**src/rtl/sram_lane_pkg.sv**
```systemverilog
package sram_lane_pkg;

  typedef enum logic [2:0] {
    ST_IDLE,
    ST_W_SETUP,
    ST_W_PULSE,
    ST_W_HOLD,
    ST_R_ACCESS
  } seq_state_t;

  // Cycles needed to cover a time, rounded up, never less than one.
  function automatic int unsigned ns_to_cyc(int unsigned t_ns, int unsigned clk_ns);
    int unsigned c;
    c = (t_ns + clk_ns - 1) / clk_ns;
    if (c < 1) c = 1;
    return c;
  endfunction

  function automatic int unsigned max2(int unsigned a, int unsigned b);
    return (a > b) ? a : b;
  endfunction

endpackage

```
**src/rtl/sram_phase_timer.sv**
```systemverilog
module sram_phase_timer #(
  parameter int unsigned CNT_W = 2
) (
  input  logic             clk,
  input  logic             rst_n,
  input  logic             load,
  input  logic [CNT_W-1:0] load_val,
  output logic             last
);

  logic [CNT_W-1:0] cnt_q;

  always_ff @(posedge clk) begin
    if (!rst_n) begin
      cnt_q <= '0;
    end else if (load) begin
      cnt_q <= load_val;
    end else if (cnt_q != '0) begin
      cnt_q <= cnt_q - 1'b1;
    end
  end

  assign last = (cnt_q == '0);

endmodule

```
**src/rtl/sram_lane_seq.sv**
```systemverilog
module sram_lane_seq
  import sram_lane_pkg::*;
#(
  parameter int unsigned ADDR_W = 19,
  parameter int unsigned LANES  = 4,
  parameter int unsigned DATA_W = 32,
  parameter int unsigned CNT_W  = 2,
  parameter int unsigned N_AS   = 1,
  parameter int unsigned N_WP   = 1,
  parameter int unsigned N_AH   = 1,
  parameter int unsigned N_RD   = 1
) (
  input  logic              clk,
  input  logic              rst_n,
  input  logic              req_valid,
  output logic              req_ready,
  input  logic              req_write,
  input  logic [ADDR_W-1:0] req_addr,
  input  logic [DATA_W-1:0] req_wdata,
  input  logic [LANES-1:0]  req_mask,
  input  logic              t_last,
  output logic              t_load,
  output logic [CNT_W-1:0]  t_val,
  output logic              cap_en,
  output logic [ADDR_W-1:0] mem_addr,
  output logic [LANES-1:0]  mem_cs_n,
  output logic              mem_we_n,
  output logic              mem_oe_n,
  output logic [DATA_W-1:0] mem_dq_out,
  output logic              mem_dq_oe
);

  localparam logic [CNT_W-1:0] V_AS = CNT_W'(N_AS - 1);
  localparam logic [CNT_W-1:0] V_WP = CNT_W'(N_WP - 1);
  localparam logic [CNT_W-1:0] V_AH = CNT_W'(N_AH - 1);
  localparam logic [CNT_W-1:0] V_RD = CNT_W'(N_RD - 1);

  seq_state_t        st_q, st_d;
  logic              accept;
  logic [LANES-1:0]  mask_q, mask_d;
  logic [ADDR_W-1:0] addr_q;
  logic [DATA_W-1:0] wdata_q;
  logic              we_n_q, oe_n_q, dq_oe_q;
  logic              wr_phase_d, rd_phase_d;

  assign req_ready = (st_q == ST_IDLE);
  assign accept    = req_valid && req_ready;
  assign mask_d    = accept ? req_mask : mask_q;

  always_comb begin
    st_d   = st_q;
    t_load = 1'b0;
    t_val  = '0;
    cap_en = 1'b0;
    unique case (st_q)
      ST_IDLE: begin
        if (req_valid) begin
          t_load = 1'b1;
          if (req_write) begin
            st_d  = ST_W_SETUP;
            t_val = V_AS;
          end else begin
            st_d  = ST_R_ACCESS;
            t_val = V_RD;
          end
        end
      end
      ST_W_SETUP: begin
        if (t_last) begin
          st_d   = ST_W_PULSE;
          t_load = 1'b1;
          t_val  = V_WP;
        end
      end
      ST_W_PULSE: begin
        if (t_last) begin
          st_d   = ST_W_HOLD;
          t_load = 1'b1;
          t_val  = V_AH;
        end
      end
      ST_W_HOLD: begin
        if (t_last) st_d = ST_IDLE;
      end
      ST_R_ACCESS: begin
        if (t_last) begin
          st_d   = ST_IDLE;
          cap_en = 1'b1;
        end
      end
      default: st_d = ST_IDLE;
    endcase
  end

  assign wr_phase_d = (st_d == ST_W_SETUP) || (st_d == ST_W_PULSE) || (st_d == ST_W_HOLD);
  assign rd_phase_d = (st_d == ST_R_ACCESS);

  always_ff @(posedge clk) begin
    if (!rst_n) begin
      st_q    <= ST_IDLE;
      mask_q  <= '0;
      addr_q  <= '0;
      wdata_q <= '0;
      we_n_q  <= 1'b1;
      oe_n_q  <= 1'b1;
      dq_oe_q <= 1'b0;
    end else begin
      st_q    <= st_d;
      mask_q  <= mask_d;
      if (accept) begin
        addr_q  <= req_addr;
        wdata_q <= req_wdata;
      end
      we_n_q  <= (st_d != ST_W_PULSE);
      oe_n_q  <= !rd_phase_d;
      dq_oe_q <= (st_d == ST_W_PULSE);
    end
  end

  // One registered select per lane: masked during a write, all on for a read.
  for (genvar g = 0; g < LANES; g++) begin : g_lane
    logic cs_n_q;
    always_ff @(posedge clk) begin
      if (!rst_n) begin
        cs_n_q <= 1'b1;
      end else begin
        cs_n_q <= !((wr_phase_d && mask_d[g]) || rd_phase_d);
      end
    end
    assign mem_cs_n[g] = cs_n_q;
  end

  assign mem_addr   = addr_q;
  assign mem_we_n   = we_n_q;
  assign mem_oe_n   = oe_n_q;
  assign mem_dq_out = wdata_q;
  assign mem_dq_oe  = dq_oe_q;

endmodule

```
**src/rtl/sram_rd_capture.sv**
```systemverilog
module sram_rd_capture #(
  parameter int unsigned DATA_W = 32
) (
  input  logic              clk,
  input  logic              rst_n,
  input  logic              cap_en,
  input  logic [DATA_W-1:0] dq_in,
  output logic              rd_valid,
  output logic [DATA_W-1:0] rd_data
);

  always_ff @(posedge clk) begin
    if (!rst_n) begin
      rd_valid <= 1'b0;
      rd_data  <= '0;
    end else begin
      rd_valid <= cap_en;
      if (cap_en) rd_data <= dq_in;
    end
  end

endmodule

```
**src/rtl/sram_lane_ctrl.sv**
```systemverilog
module sram_lane_ctrl
  import sram_lane_pkg::*;
#(
  parameter int unsigned ADDR_W = 19,
  parameter int unsigned LANES  = 4,
  parameter int unsigned LANE_W = 8,
  parameter int unsigned CLK_NS = 20,
  parameter int unsigned T_AS   = 2,
  parameter int unsigned T_WP   = 15,
  parameter int unsigned T_AH   = 1,
  parameter int unsigned T_RC   = 17,
  parameter int unsigned T_AA   = 17,
  localparam int unsigned DATA_W = LANES * LANE_W
) (
  input  logic              clk,
  input  logic              rst_n,
  input  logic              req_valid,
  output logic              req_ready,
  input  logic              req_write,
  input  logic [ADDR_W-1:0] req_addr,
  input  logic [DATA_W-1:0] req_wdata,
  input  logic [LANES-1:0]  req_mask,
  output logic              rd_valid,
  output logic [DATA_W-1:0] rd_data,
  output logic [ADDR_W-1:0] mem_addr,
  output logic [LANES-1:0]  mem_cs_n,
  output logic              mem_we_n,
  output logic              mem_oe_n,
  output logic [DATA_W-1:0] mem_dq_out,
  output logic              mem_dq_oe,
  input  logic [DATA_W-1:0] mem_dq_in
);

  localparam int unsigned N_AS  = ns_to_cyc(T_AS, CLK_NS);
  localparam int unsigned N_WP  = ns_to_cyc(T_WP, CLK_NS);
  localparam int unsigned N_AH  = ns_to_cyc(T_AH, CLK_NS);
  localparam int unsigned N_RD  = max2(ns_to_cyc(T_AA, CLK_NS), ns_to_cyc(T_RC, CLK_NS));
  localparam int unsigned N_MAX = max2(max2(N_AS, N_WP), max2(N_AH, N_RD));
  localparam int unsigned CNT_W = $clog2(N_MAX + 1);

  logic             t_load, t_last, cap_en;
  logic [CNT_W-1:0] t_val;

  sram_phase_timer #(.CNT_W(CNT_W)) u_timer (
    .clk      (clk),
    .rst_n    (rst_n),
    .load     (t_load),
    .load_val (t_val),
    .last     (t_last)
  );

  sram_lane_seq #(
    .ADDR_W (ADDR_W),
    .LANES  (LANES),
    .DATA_W (DATA_W),
    .CNT_W  (CNT_W),
    .N_AS   (N_AS),
    .N_WP   (N_WP),
    .N_AH   (N_AH),
    .N_RD   (N_RD)
  ) u_seq (
    .clk        (clk),
    .rst_n      (rst_n),
    .req_valid  (req_valid),
    .req_ready  (req_ready),
    .req_write  (req_write),
    .req_addr   (req_addr),
    .req_wdata  (req_wdata),
    .req_mask   (req_mask),
    .t_last     (t_last),
    .t_load     (t_load),
    .t_val      (t_val),
    .cap_en     (cap_en),
    .mem_addr   (mem_addr),
    .mem_cs_n   (mem_cs_n),
    .mem_we_n   (mem_we_n),
    .mem_oe_n   (mem_oe_n),
    .mem_dq_out (mem_dq_out),
    .mem_dq_oe  (mem_dq_oe)
  );

  sram_rd_capture #(.DATA_W(DATA_W)) u_cap (
    .clk      (clk),
    .rst_n    (rst_n),
    .cap_en   (cap_en),
    .dq_in    (mem_dq_in),
    .rd_valid (rd_valid),
    .rd_data  (rd_data)
  );

endmodule

```
**config.mk**
```make
export PLATFORM = sky130hd
export DESIGN_NAME = sram_lane_ctrl
export DESIGN_NICKNAME = d
export VERILOG_FILES = /design/src/rtl/sram_lane_pkg.sv /design/src/rtl/sram_phase_timer.sv /design/src/rtl/sram_lane_seq.sv /design/src/rtl/sram_rd_capture.sv /design/src/rtl/sram_lane_ctrl.sv
export SDC_FILE = /design/constraint.sdc
export NUM_CORES = 1
export LEC_CHECK = 0
export ABC_AREA = 0
export CORE_ASPECT_RATIO = 0.8
export CORE_MARGIN = 4
export CORE_UTILIZATION = 30
export DETAILED_ROUTE_END_ITERATION = 16
export PLACE_DENSITY = 0.68
export SYNTH_ARGS = -nofsm -noshare
export SYNTH_HDL_FRONTEND = slang
export SYNTH_SLANG_ARGS = --single-unit
```
**constraint.sdc**
```tcl
create_clock -name clk -period 2.2 [get_ports clk]
set_input_delay 0.44 -clock clk [delete_from_list [all_inputs] [get_ports clk]]
set_output_delay 0.44 -clock clk [all_outputs]
set_load 0.01 [all_outputs]
```
==> run summary, run 1 <==
The standby leakage power came out at ~2.1 nW. The clock skew after layout is about 0.0048 ns. The number of global-route vias before repair came out at 3356. The number of cell rows is 36. The starting utilization of the core area is 30.7%. Sequential elements use 52.9% of the synthesized area. The placement-stage cell area is 5630 sq um. By area the synthesized netlist is led by sky130_fd_sc_hd__dfxtp_1 53%, sky130_fd_sc_hd__nand2_1 17%, sky130_fd_sc_hd__a21boi_1 15%. The area of all placed cells without fillers came out at approximately 5900 sq um. The root cell of the clock tree is sky130_fd_sc_hd__clkbuf_16.

The clock slew at the register clock pins of the worst setup and hold paths came out at 0.07 ns. The first global-routing pass estimated about 17000 um of wire. The horizontal die dimension is 133 um. The synthesized area per cell came out at 8.90 sq um. The final setup TNS came out at 0 ns.

The H-tree level count came out at 3. Sorting the synthesized cells by how often they occur yields 168 x sky130_fd_sc_hd__nand2_1, 99 x sky130_fd_sc_hd__dfxtp_1, 73 x sky130_fd_sc_hd__a21boi_1. Tracing the worst setup path back leads to its startpoint at u_seq.st_q[1]$_SDFF_PN0_. The biggest area contributor in the post-synthesis netlist is sky130_fd_sc_hd__dfxtp_1. The number of cell instances on the worst register-to-register path is 4.

The count of endpoints failing setup in the final report came out at 0. The cell with the most instances after synthesis is sky130_fd_sc_hd__nand2_1. The total of buffers placed on input and output ports came out at 182. The min-delay analysis places its worst path in the category flip-flop to flip-flop. During synthesis, Yosys emitted a total of 0 warnings. Setup repair after global routing left no endpoint under its margin. The flow ran to the end, and the final reports show no timing, DRC or antenna violations. The setup path with the least slack is of type flip-flop to output port. The average wire per standard cell is about 13 um. The max-slew violation total from the final report came out at 0. The die covers 14400 sq um. After synthesis the cells add up to 3750 sq um.

The antenna diode instance count came out at 0. Routability-driven placement finished with a final weighted congestion of 0.794. The final total power is 0.00423 W. The area of the core region is between 10000 and 15000 sq um. The minimum setup slack among reg-to-reg paths is around 0.53 ns. The count of nets left with antenna violations once routing finished came out at 0. The total iterations of the first detailed-routing run came out at 4.

The clock tree from TritonCTS is done. The end of the worst register-to-register path is u_seq.mem_dq_out[22]$_SDFFE_PN0P_. When the netlist entered floorplanning its net count stood at 512. The routed wire length came out at 10100 um. The critical path endpoint category is an output port. After clock tree synthesis, the setup repair step added 0 buffers. For this run, design rule violations remaining after detail routing come to 0. The most used flip-flop cell after synthesis is sky130_fd_sc_hd__dfxtp_1. The share of final-layout standard cells stronger than drive strength 1 is 5.40%. The number of synthesized flops with an enable pin is 0. The launch instance of the worst min-delay path is u_cap.rd_data[5]$_SDFFE_PN0P_. Data on the critical path arrives at its endpoint at about 1.6 ns. After clock tree synthesis, the repair step resized 0 gates. The distinct cell type count after synthesis is 27.

The number of clock buffers inserted by TritonCTS is 9. The initial antenna violation count came out at 0. The count of vias placed by the detailed router is around 3300.

The critical path ends at req_ready. For this design, the CTS-stage hold fixing added 0 buffers. The later pin in the worst-skew pair is clocked with a latency of 0.33 ns. The startpoint type of the worst setup path is a flip-flop. The total grt overflow is 0. The violation count after the first detailed-routing iteration is a little over 90. The number of hold violations in the final report is 0.

The maximum number of pins on one net before global-route repair came out at 58. The largest fanout of any net on the critical path came out at 11. The number of register bits inferred by synthesis came out at 99. The upper clock frequency limit came out at about 490 MHz. The portion of the clock cycle consumed by the worst path in the final layout came out at 91.8%. The maximum count of clock buffers along a single path came out at 2. In the synthesized netlist, the number of instances is 421. The tightest hold path in the finished design has a slack of about 0.45 ns.

The chip height is 108 um. Counting flops with an async set or reset pin after synthesis yields a share of 0%. The number of top-level design ports came out at 183.

The clock sink total is 99. The required time reported for the critical path endpoint came out at 1.76 ns. VDD sags by at most 0.000540 V. The fraction of post-synthesis cell area in the top cell type by area came out at 52.9%.

At the placement stage, the worst setup path has a slack of 0.0626 ns. In the routed layout, each cell is associated on average with a via count of 4.37. In the global route stage, overall resource usage came out at 14.2%. The final worst setup slack is 0.179 ns.

The clock period minus worst slack is 2.02 ns. The detailed-placement wirelength estimate came out at 7360 um. The net count of the finished layout is 679. Across the run, the number of max-cap violations was 0. The startpoint identified for the worst register-to-register timing path is u_seq.st_q[1]$_SDFF_PN0_. For this design the ratio of total power to cell area is around 710 nW/um^2.

The area overhead of the layout relative to synthesis came out at 58.2%.
==> per-stage QoR <==
stage	std cells	utilization (%)
floorplan	421	-
global placement	748	46.1
detailed placement	748	46.1
CTS	764	48.6
global route	764	48.6
finish	764	48.6
==> critical path, stage by stage (launching register included) <==
cell and delay, ns:
sky130_fd_sc_hd__dfxtp_1 0.43, sky130_fd_sc_hd__nor3_1 0.25, sky130_fd_sc_hd__clkdlybuf4s50_1 0.57
==> cells by family after synthesis <==
kind of cell              share of synthesized area [%]
and+or+nand+nor                                    20.7
AOI/OAI and AO/OA                                  18.3
xor gates and xnor gates                          0.234
other                                             0.100
buffers and inverters                              6.61
muxes                                              1.20
DFF                                                52.9
==> worst min-delay path by stage <==
stage	end	depth (start not counted)	slack (ns)
after floorplan	u_cap.rd_data[10]$_SDFFE_PN0P_	2	0.48
final	u_cap.rd_data[5]$_SDFFE_PN0P_	2	0.45
after global placement	u_cap.rd_data[10]$_SDFFE_PN0P_	2	0.44
after global routing	u_seq.mem_dq_out[2]$_SDFFE_PN0P_	2	0.47
after CTS	u_cap.rd_data[5]$_SDFFE_PN0P_	2	0.45
after detailed placement	u_cap.rd_data[5]$_SDFFE_PN0P_	2	0.44
==> area by class of cell <==
type                       instances  area [sq um]
clock buffer                      10           229
multi-input combinational        286          1520
fill                            1126          6280
tap                              171           214
clock inverter                     6          66.3
inverter                           1          3.75
sequential                        99          1980
timing repair buffer             191          1910
==> power breakdown <==
part / internal [W] / total (W) / switching [W]
registers: 0.00190 / 0.00196 / 0.0000608
clock network: 0.000881 / 0.00154 / 0.000655
logic: 0.000431 / 0.000730 / 0.000298
==> cell usage in the layout, fill, tap and decap left out, drive strengths merged, types with 3 or more instances in the layout <==
| master | count |
|---|---|
| clkdlybuf4s50 | 181 |
| a21oi | 6 |
| clkbuf | 10 |
| buf | 10 |
| clkinvlp | 3 |
| mux2 | 4 |
| nand2 | 168 |
| and2 | 6 |
| a21boi | 83 |
| dfxtp | 99 |
==> per-layer routing <==
metal  vias up  wire (um)  track usage [%]
met2       134       4360             21.9
met4         0        123             4.45
li1       1683          -                -
met5         -          0                0
met3         9       1330             8.42
met1      1512       4240             16.5
==> state kept, by name (all words and copies together), names as in the netlist <==
signal and flops:
u_seq.mem_oe_n 1, u_timer.cnt_q 1, u_seq.st_q 3, u_cap.rd_data 32
u_seq.mask_q 4, u_seq.mem_dq_out 32, u_seq.mem_addr 19, u_seq.mem_dq_oe 1
u_seq.mem_we_n 1, u_seq.g_lane.cs_n_q 4, u_cap.rd_valid 1
(Power assumes the default switching activity.)
==> inputs of run 2 (changes only) <==
--- a/config.mk
+++ b/config.mk
@@ -8,2 +8,3 @@
 export ABC_AREA = 0
+export CAP_MARGIN = 20
 export CORE_ASPECT_RATIO = 0.8
==> constraint.sdc (replaced) <==
create_clock -name clk -period 1.86 [get_ports clk]
set_input_delay 0.558 -clock clk [delete_from_list [all_inputs] [get_ports clk]]
set_output_delay 0.558 -clock clk [all_outputs]
set_load 0.01 [all_outputs]
==> run 2 against run 1 <==
  * Combinational power up 27%
  * Critical path depth decreased by 1
  * First-iteration DRC count grew 7.6%
  * Clock-buffer cell count rose by 3
  * Hold slack lost 0.00099 ns
  * Routed wire length rose by 6.1%
  * Design area is 2.4% higher
  * Non-clock buffer count grew 10
  * Die area is the same
  * Largest cell class is now buffers
  * Highest routed layer unchanged
==> run summary, run 2 (same netlist as run 1, synthesis figures left out) <==
The flow ran to the end, and the final reports show no timing, DRC or antenna violations. The total of hold buffers inserted after clock tree synthesis came out at 0 (unchanged). The total power density per cell area is 848 nW/um^2 (+19%).

The routed wire length was 10700 um (+6.1%). The critical path endpoint category is an output port. The final total power came out at 0.00515 W (+22%). The standby leakage power came out at 2.33 nW (+8.7%). The clock skew after layout is 0.00540 ns (+0.000619 ns).

The leading cell type in the layout, fill and taps excluded is sky130_fd_sc_hd__clkdlybuf4s50_1. The area of the core region came out at 12200 sq um (unchanged). The family of cells with the greatest summed delay on the critical path is buffers and inverters. The path category of the worst min-delay check is flip-flop to flip-flop.

The global-route wire length before repair came out at 16700 um (+0.79%). The placement-stage cell area is 5710 sq um (+1.4%). The max-capacitance violation count came to 0 (unchanged). The final weighted congestion in routability-driven placement is 0.791 (-0.43%). The final antenna-violating net count was 0 (unchanged).

The path with the worst hold slack has its endpoint at u_seq.mem_dq_out[26]$_SDFFE_PN0P_. The worst hold path begins at u_seq.mem_dq_out[26]$_SDFFE_PN0P_. The horizontal die dimension is 133 um (unchanged). The number of buffers and inverters on the critical path came out at 1 (unchanged). Among all stages on the critical path, the largest delay is contributed by sky130_fd_sc_hd__clkdlybuf4s50_1. The total grt overflow came to 0 (unchanged). The worst ir drop on vdd came out at 0.000652 V (+21%).

The non-filler instance count after layout was 774 (+1.3%). The clock latency on the worst-skew pair is 0.34 ns (about the same). The total iterations of the first detailed-routing run is 4 (unchanged). The chip height was 108 um (unchanged).

The total of buffers placed on input and output ports is 182 (unchanged). The number of remaining DRC errors was 0 (unchanged). The portion of the clock cycle consumed by the worst path in the final layout is between 90% and 100%. The average wire per standard cell is 13.8 um (+4.7%). The worst register-to-register path begins at u_seq.st_q[2]$_SDFF_PN0_. The clock slew at the register clock pins of the worst setup and hold paths came to 0.07 ns (about the same).

The violation count after the first detailed-routing iteration came out at 99 (+7.6%). The number of stages on the worst hold path came out at 2 (unchanged). The maximum cell stage delay along the critical path came out at 0.58 ns (about the same).

The root cell of the clock tree is sky130_fd_sc_hd__clkbuf_16. Relative to the synthesized area, the layout overhead comes to 62.0%. The upper clock frequency limit is 555 MHz.

Setup repair after global routing left no endpoint under its margin. The number of cell rows is 36 (unchanged). The post-placement worst setup slack is -0.343 ns (-0.405 ns).

The number of top-level design ports is 183 (unchanged). The average via count per standard cell is 4.39 (+0.51%). The number of global-route vias before repair is 3376 (+0.60%).

The number of hold violations in the final report came out at 0 (unchanged). The die area came out at 14400 sq um (unchanged). The library cells used most frequently in the layout, excluding fill and tap cells, are 174 x sky130_fd_sc_hd__clkdlybuf4s50_1, 168 x sky130_fd_sc_hd__nand2_1, 99 x sky130_fd_sc_hd__dfxtp_1. The number of cell instances on the worst register-to-register path is 5 (+1). The maximum count of clock buffers along a single path came to 2 (unchanged). The minimum setup slack among reg-to-reg paths came out at 0.29 ns (-0.24 ns). The type of the worst setup path is flip-flop to output port. The initial antenna violation count is 0 (unchanged).

The number of clock buffers inserted by TritonCTS came out at 9 (unchanged). The data arrival time of the worst path is 1.24 ns (-0.34 ns). The final net count came to 689 (+1.5%). The worst register-to-register path ends at u_cap.rd_data[21]$_SDFFE_PN0P_. The maximum number of pins on one net before global-route repair came to 63 (+8.6%). The required time reported for the critical path endpoint came out at 1.30 ns (-0.46 ns). The clock sink total was 99 (unchanged). The share of final-layout standard cells stronger than drive strength 1 is 6.97% (+1.6 points). The setup fix buffers added after clock tree synthesis is 0 (unchanged). The area of all placed cells without fillers came out at 6070 sq um (+2.4%). The count of endpoints failing setup in the final report came out at 0 (unchanged). The detailed-placement wirelength estimate is 7630 um (+3.7%). The clock tree from TritonCTS is done. The antenna diode instance count came out at 0 (unchanged). The total instance count after detailed placement came to 757 (+1.2%). The starting utilization of the core area is 30.7% (unchanged).

The clock period minus worst slack came out at 1.80 ns. The largest fanout of any net on the critical path came to 2 (-9). The H-tree level count came out at 3 (unchanged). The count of vias placed by the detailed router is 3399 (+1.8%). The startpoint type of the worst setup path is a flip-flop. The max-slew violation total from the final report came out at 0 (unchanged). The signal on the critical path passes through clkdlybuf4s50_1.

The number of fill cells in the layout is 1141 (+1.3%). The all-layer global routing usage came out at 14.6% (+0.41 points). The final worst setup slack came out at 0.0572 ns (-0.122 ns).
==> run 2: cell types whose count changed in the layout (fill, tap and decap cells not counted), moves of 3 or more <==
| cell | before | now |
|---|---|---|
| sky130_fd_sc_hd__buf_4 | 7 | 15 |
| sky130_fd_sc_hd__clkbuf_8 | 0 | 3 |
| sky130_fd_sc_hd__dlymetal6s2s_1 | 0 | 6 |
| sky130_fd_sc_hd__clkdlybuf4s50_1 | 181 | 174 |
==> run 2: worst max path at each step <==
stage / start / endpoint / slack, ns / cells after the start
2_1_floorplan: req_valid / u_seq.mask_q[0]$_SDFF_PN0_ / 0.29 / 4
3_3_place_gp: req_valid / u_seq.mem_addr[2]$_SDFFE_PN0P_ / -0.33 / 5
3_5_place_dp: req_valid / u_seq.mem_addr[2]$_SDFFE_PN0P_ / -0.34 / 5
4_1_cts: u_cap.rd_data[0]$_SDFFE_PN0P_ / rd_data[0] / 0.009 / 1
5_1_grt: u_cap.rd_data[11]$_SDFFE_PN0P_ / rd_data[11] / 0.004 / 1
6_report: u_cap.rd_data[5]$_SDFFE_PN0P_ / rd_data[5] / 0.06 / 1
==> run 2: what timing repair did <==
action / 4_1_cts / 5_1_grt
resized for setup: 1 / 7
endpoints found under the setup margin: 1 / 29
pin swaps: 0 / 0
gates cloned: 0 / 1
==> run 2: per-layer routing <==
layer / global-route usage [%] / vias up / wire, um
li1: - / 1706 / -
met1: 16.2 / 1540 / 4490
met2: 23.4 / 141 / 4670
met3: 8.79 / 12 / 1370
met4: 4.45 / 0 / 126
met5: 0 / - / 0
==> run 2: area by class of cell <==
cell class | count | area (sq um) | area share, %
clock inverters | 3 | 45.0 | 0.742
well taps | 171 | 214 | 3.52
repair buffers | 201 | 2030 | 33.4
inverters | 1 | 3.75 | 0.0618
flip-flops and latches | 99 | 1980 | 32.6
multi-input cells | 286 | 1530 | 25.2
clock buffers | 13 | 270 | 4.45
==> run 2: power breakdown <==
| part | switching, W | leakage [nW] | internal, W |
|---|---|---|---|
| logic | 0.000382 | 1.38 | 0.000544 |
| clock network | 0.000758 | 0.148 | 0.00115 |
| registers | 0.0000646 | 0.809 | 0.00225 |
==> run 2: through the flow <==
stage	hold WS, ns	setup TNS [ns]	utilization (%)
floorplan	0.479	0	-
finish	0.450	0	49.7
global placement	0.439	-16.62	46.8
CTS	0.452	0	49.4
detailed placement	0.444	-17.69	46.8
global route	0.467	0	49.7
==> inputs of run 3 (changes only) <==
SKIP_CTS_REPAIR_TIMING = 1   (was not set)
clock period = 2 ns   (was 1.86 ns; I/O delays follow)
==> run 3 against run 2 <==
  * Hold slack improved by 0.0018 ns
  * Sequential power decreased by 7%
  * Critical endpoint is now u_seq.mem_addr[1]$_SDFFE_PN0P_
  * Combinational power shrank 9.7%
  * Core utilization shrank 0.62 points
  * First-iteration DRC count increased by 14%
  * Power down 8.6%
  * Routed wire length fell by 2.7%
  * Sequential share of layout area rose by 0.43 points
  * Clock skew grew 0.00053 ns
  * Global-route usage up 0.34 points
  * Largest cell class is now flip-flops and latches
  * Clock power fell by 9.9%
  * Flip-flop and latch count unchanged
==> run summary, run 3 (same netlist as run 1, synthesis figures left out) <==
The final setup TNS is 0 ns (unchanged). The max-slew violation total from the final report was 0 (unchanged). The clock latency on the worst-skew pair came out at 0.35 ns (about the same). The sequential power share is 45.7% (+0.8 points). The part of the total power dissipated in the clock network came out at 36.5% (-0.6 points). The required time reported for the critical path endpoint was 2.24 ns (+0.94 ns). The number of clock buffers inserted by TritonCTS is 9 (unchanged).

The violation count after the first detailed-routing iteration came out at 113 (+14%). The number of global-route vias before repair came out at 3412 (+1.1%). The average wire per standard cell is 13.4 um (-2.4%). The number of fill cells in the layout is 1149 (+0.70%).

The starting utilization of the core area was 30.7% (unchanged). The transition time at the pin with the least slew margin is around 0.51 ns. The share of final-layout standard cells stronger than drive strength 1 was 7.15% (+0.19 points).

The combinational share of power came out at 17.8% (-0.2 points). The clock slew at the register clock pins of the worst setup and hold paths came out at 0.07 ns (about the same). The die area came out at 14400 sq um (unchanged).

The upper clock frequency limit came out at 530 MHz. The final weighted congestion in routability-driven placement was 0.819 (+3.6%). In this run the worst setup path begins at req_valid. The critical path is of the primary input to flip-flop type. The maximum count of clock buffers along a single path is 2 (unchanged). The number of cell rows came to 36 (unchanged). The total grt overflow came to 0 (unchanged). The post-placement worst setup slack came out at -0.243 ns (+0.0996 ns). The portion of the clock cycle consumed by the worst path in the final layout is 94.3%. The total power density per cell area is 785 nW/um^2 (-7.5%). The clock tree from TritonCTS is done. The horizontal die dimension is 133 um (unchanged). The standby leakage power was 2.21 nW (-5.3%). The antenna diode instance count is 0 (unchanged). The worst ir drop on vdd is 0.000535 V (-18%). The number of remaining DRC errors came to 0 (unchanged). The H-tree level count is 3 (unchanged). The path class of the tightest hold or removal check is flip-flop to flip-flop. The startpoint type of the worst setup path is a primary input. The all-layer global routing usage is 14.9% (+0.34 points). The largest fanout of any net on the critical path came out at 51 (+49).

The average via count per standard cell is 4.41 (+0.35%). Setup repair after global routing left no endpoint under its margin. The data arrival time of the worst path is 2.13 ns (+0.89 ns). The area overhead of the layout relative to synthesis came out at 60.0%. The share of total power consumed by net switching is 24.0% (+0.61 points). The clock sink total is 99 (unchanged). The global-route wire length before repair came out at 16900 um (+1.5%). In the layout the commonest cells are 180 x sky130_fd_sc_hd__clkdlybuf4s50_1, 168 x sky130_fd_sc_hd__nand2_1, 98 x sky130_fd_sc_hd__dfxtp_1. The count of endpoints failing setup in the final report came out at 0 (unchanged). The routed wire length is 10400 um (-2.7%). The worst-case headroom to the max-slew limit is 66.1%.

On the critical path, the stage with the largest delay is an instance of sky130_fd_sc_hd__or4b_2. The final net count is 687 (-0.29%). The final worst setup slack came out at 0.114 ns (+0.0569 ns). The number of hold violations in the final report is 0 (unchanged). The cell internal power dissipation is 0.00358 W (-9.4%).

The clock skew after layout came out at 0.00593 ns (+0.000528 ns). The initial antenna violation count is 0 (unchanged). The signal on the critical path passes through clkdlybuf4s50_1, or4b_2, buf_12, nand2_1, a21boi_1. The detailed-placement wirelength estimate is 7570 um (-0.81%). Leaving out fill and tap cells, the most frequent cell in the layout is sky130_fd_sc_hd__clkdlybuf4s50_1. The worst setup path is captured at a flip-flop. The root buffer cell chosen for the clock tree is sky130_fd_sc_hd__clkbuf_16.

The number of buffers and inverters on the critical path was 2 (+1). The startpoint of the most critical register-to-register path is u_seq.st_q[1]$_SDFF_PN0_. The maximum number of pins on one net before global-route repair came out at 60 (-4.8%).

The net switching component of the power came out at 0.00113 W (-6.2%). On the critical path the largest part of the delay comes from simple AND/OR/NAND/NOR gates. The clock period minus worst slack is ~1.9 ns. The maximum cell stage delay along the critical path is 0.63 ns (+0.05 ns). The count of vias placed by the detailed router is 3402 (+0.088%). The run finished with clean final reports. The chip height is 108 um (unchanged). The max-capacitance violation count was 0 (unchanged). The area of the core region came out at 12200 sq um (unchanged).

The total iterations of the first detailed-routing run came to 4 (unchanged). The final antenna-violating net count came out at 0 (unchanged). The launch instance of the worst min-delay path is u_cap.rd_data[30]$_SDFFE_PN0P_. The number of top-level design ports is 183 (unchanged). The total of buffers placed on input and output ports came out at 182 (unchanged).
-- run 3: worst reg2reg max path: stages, from the launching register on --
cell and delay [ns]:
sky130_fd_sc_hd__dfxtp_1 0.32, sky130_fd_sc_hd__buf_4 0.17, sky130_fd_sc_hd__or4b_2 0.68, sky130_fd_sc_hd__buf_12 0.21
sky130_fd_sc_hd__nand2_1 0.14, sky130_fd_sc_hd__a21boi_1 0.06
-- run 3: worst paths after layout --
kind | endpoint | slack, ns | cells after the start
setup / recovery | u_seq.mem_addr[1]$_SDFFE_PN0P_ | 0.11 | 5
hold / removal | u_cap.rd_data[30]$_SDFFE_PN0P_ | 0.45 | 2
setup reg to reg | u_seq.mem_addr[1]$_SDFFE_PN0P_ | 0.33 | 5
hold reg to reg | u_cap.rd_data[30]$_SDFFE_PN0P_ | 0.45 | 2
-- run 3: power groups by stage --
stage          Clock (W)  Sequential [W]  Combinational [W]
2_1_floorplan          0         0.00223           0.000335
3_3_place_gp           0         0.00219           0.000832
3_5_place_dp           0         0.00220           0.000847
4_1_cts          0.00178         0.00215           0.000852
5_1_grt          0.00186         0.00217           0.000916
6_report         0.00172         0.00215           0.000836
-- run 3: routing by layer --
metal,GRT usage (%),vias to the layer above,routed length (um),part of all wire (%)
met5,0,-,0,0
met4,4.67,0,134,1.3
met3,9.44,11,1410,14
met2,23.8,144,4500,43
met1,16.4,1548,4330,42
li1,-,1699,-,-
-- run 3: area by class of cell --
class | count | area [sq um] | area share, %
clock buffers | 10 | 239 | 3.99
flip-flops and latches | 99 | 1980 | 33.1
multi-input cells | 286 | 1530 | 25.5
inverters | 1 | 3.75 | 0.0626
clock inverters | 6 | 55.1 | 0.918
repair buffers | 199 | 1970 | 32.9
well taps | 171 | 214 | 3.57
-- run 3: per-stage QoR --
stage          hold WS (ns)  power (W)  util, %  instances  area [sq um]
2_1_floorplan         0.479    0.00257        -        421          3750
3_3_place_gp          0.439    0.00302     46.6        756          5690
3_5_place_dp          0.444    0.00304     46.6        756          5690
4_1_cts               0.453    0.00479     49.0        772          5990
5_1_grt               0.470    0.00494     49.1        772          6000
6_report              0.452    0.00471     49.1        772          6000
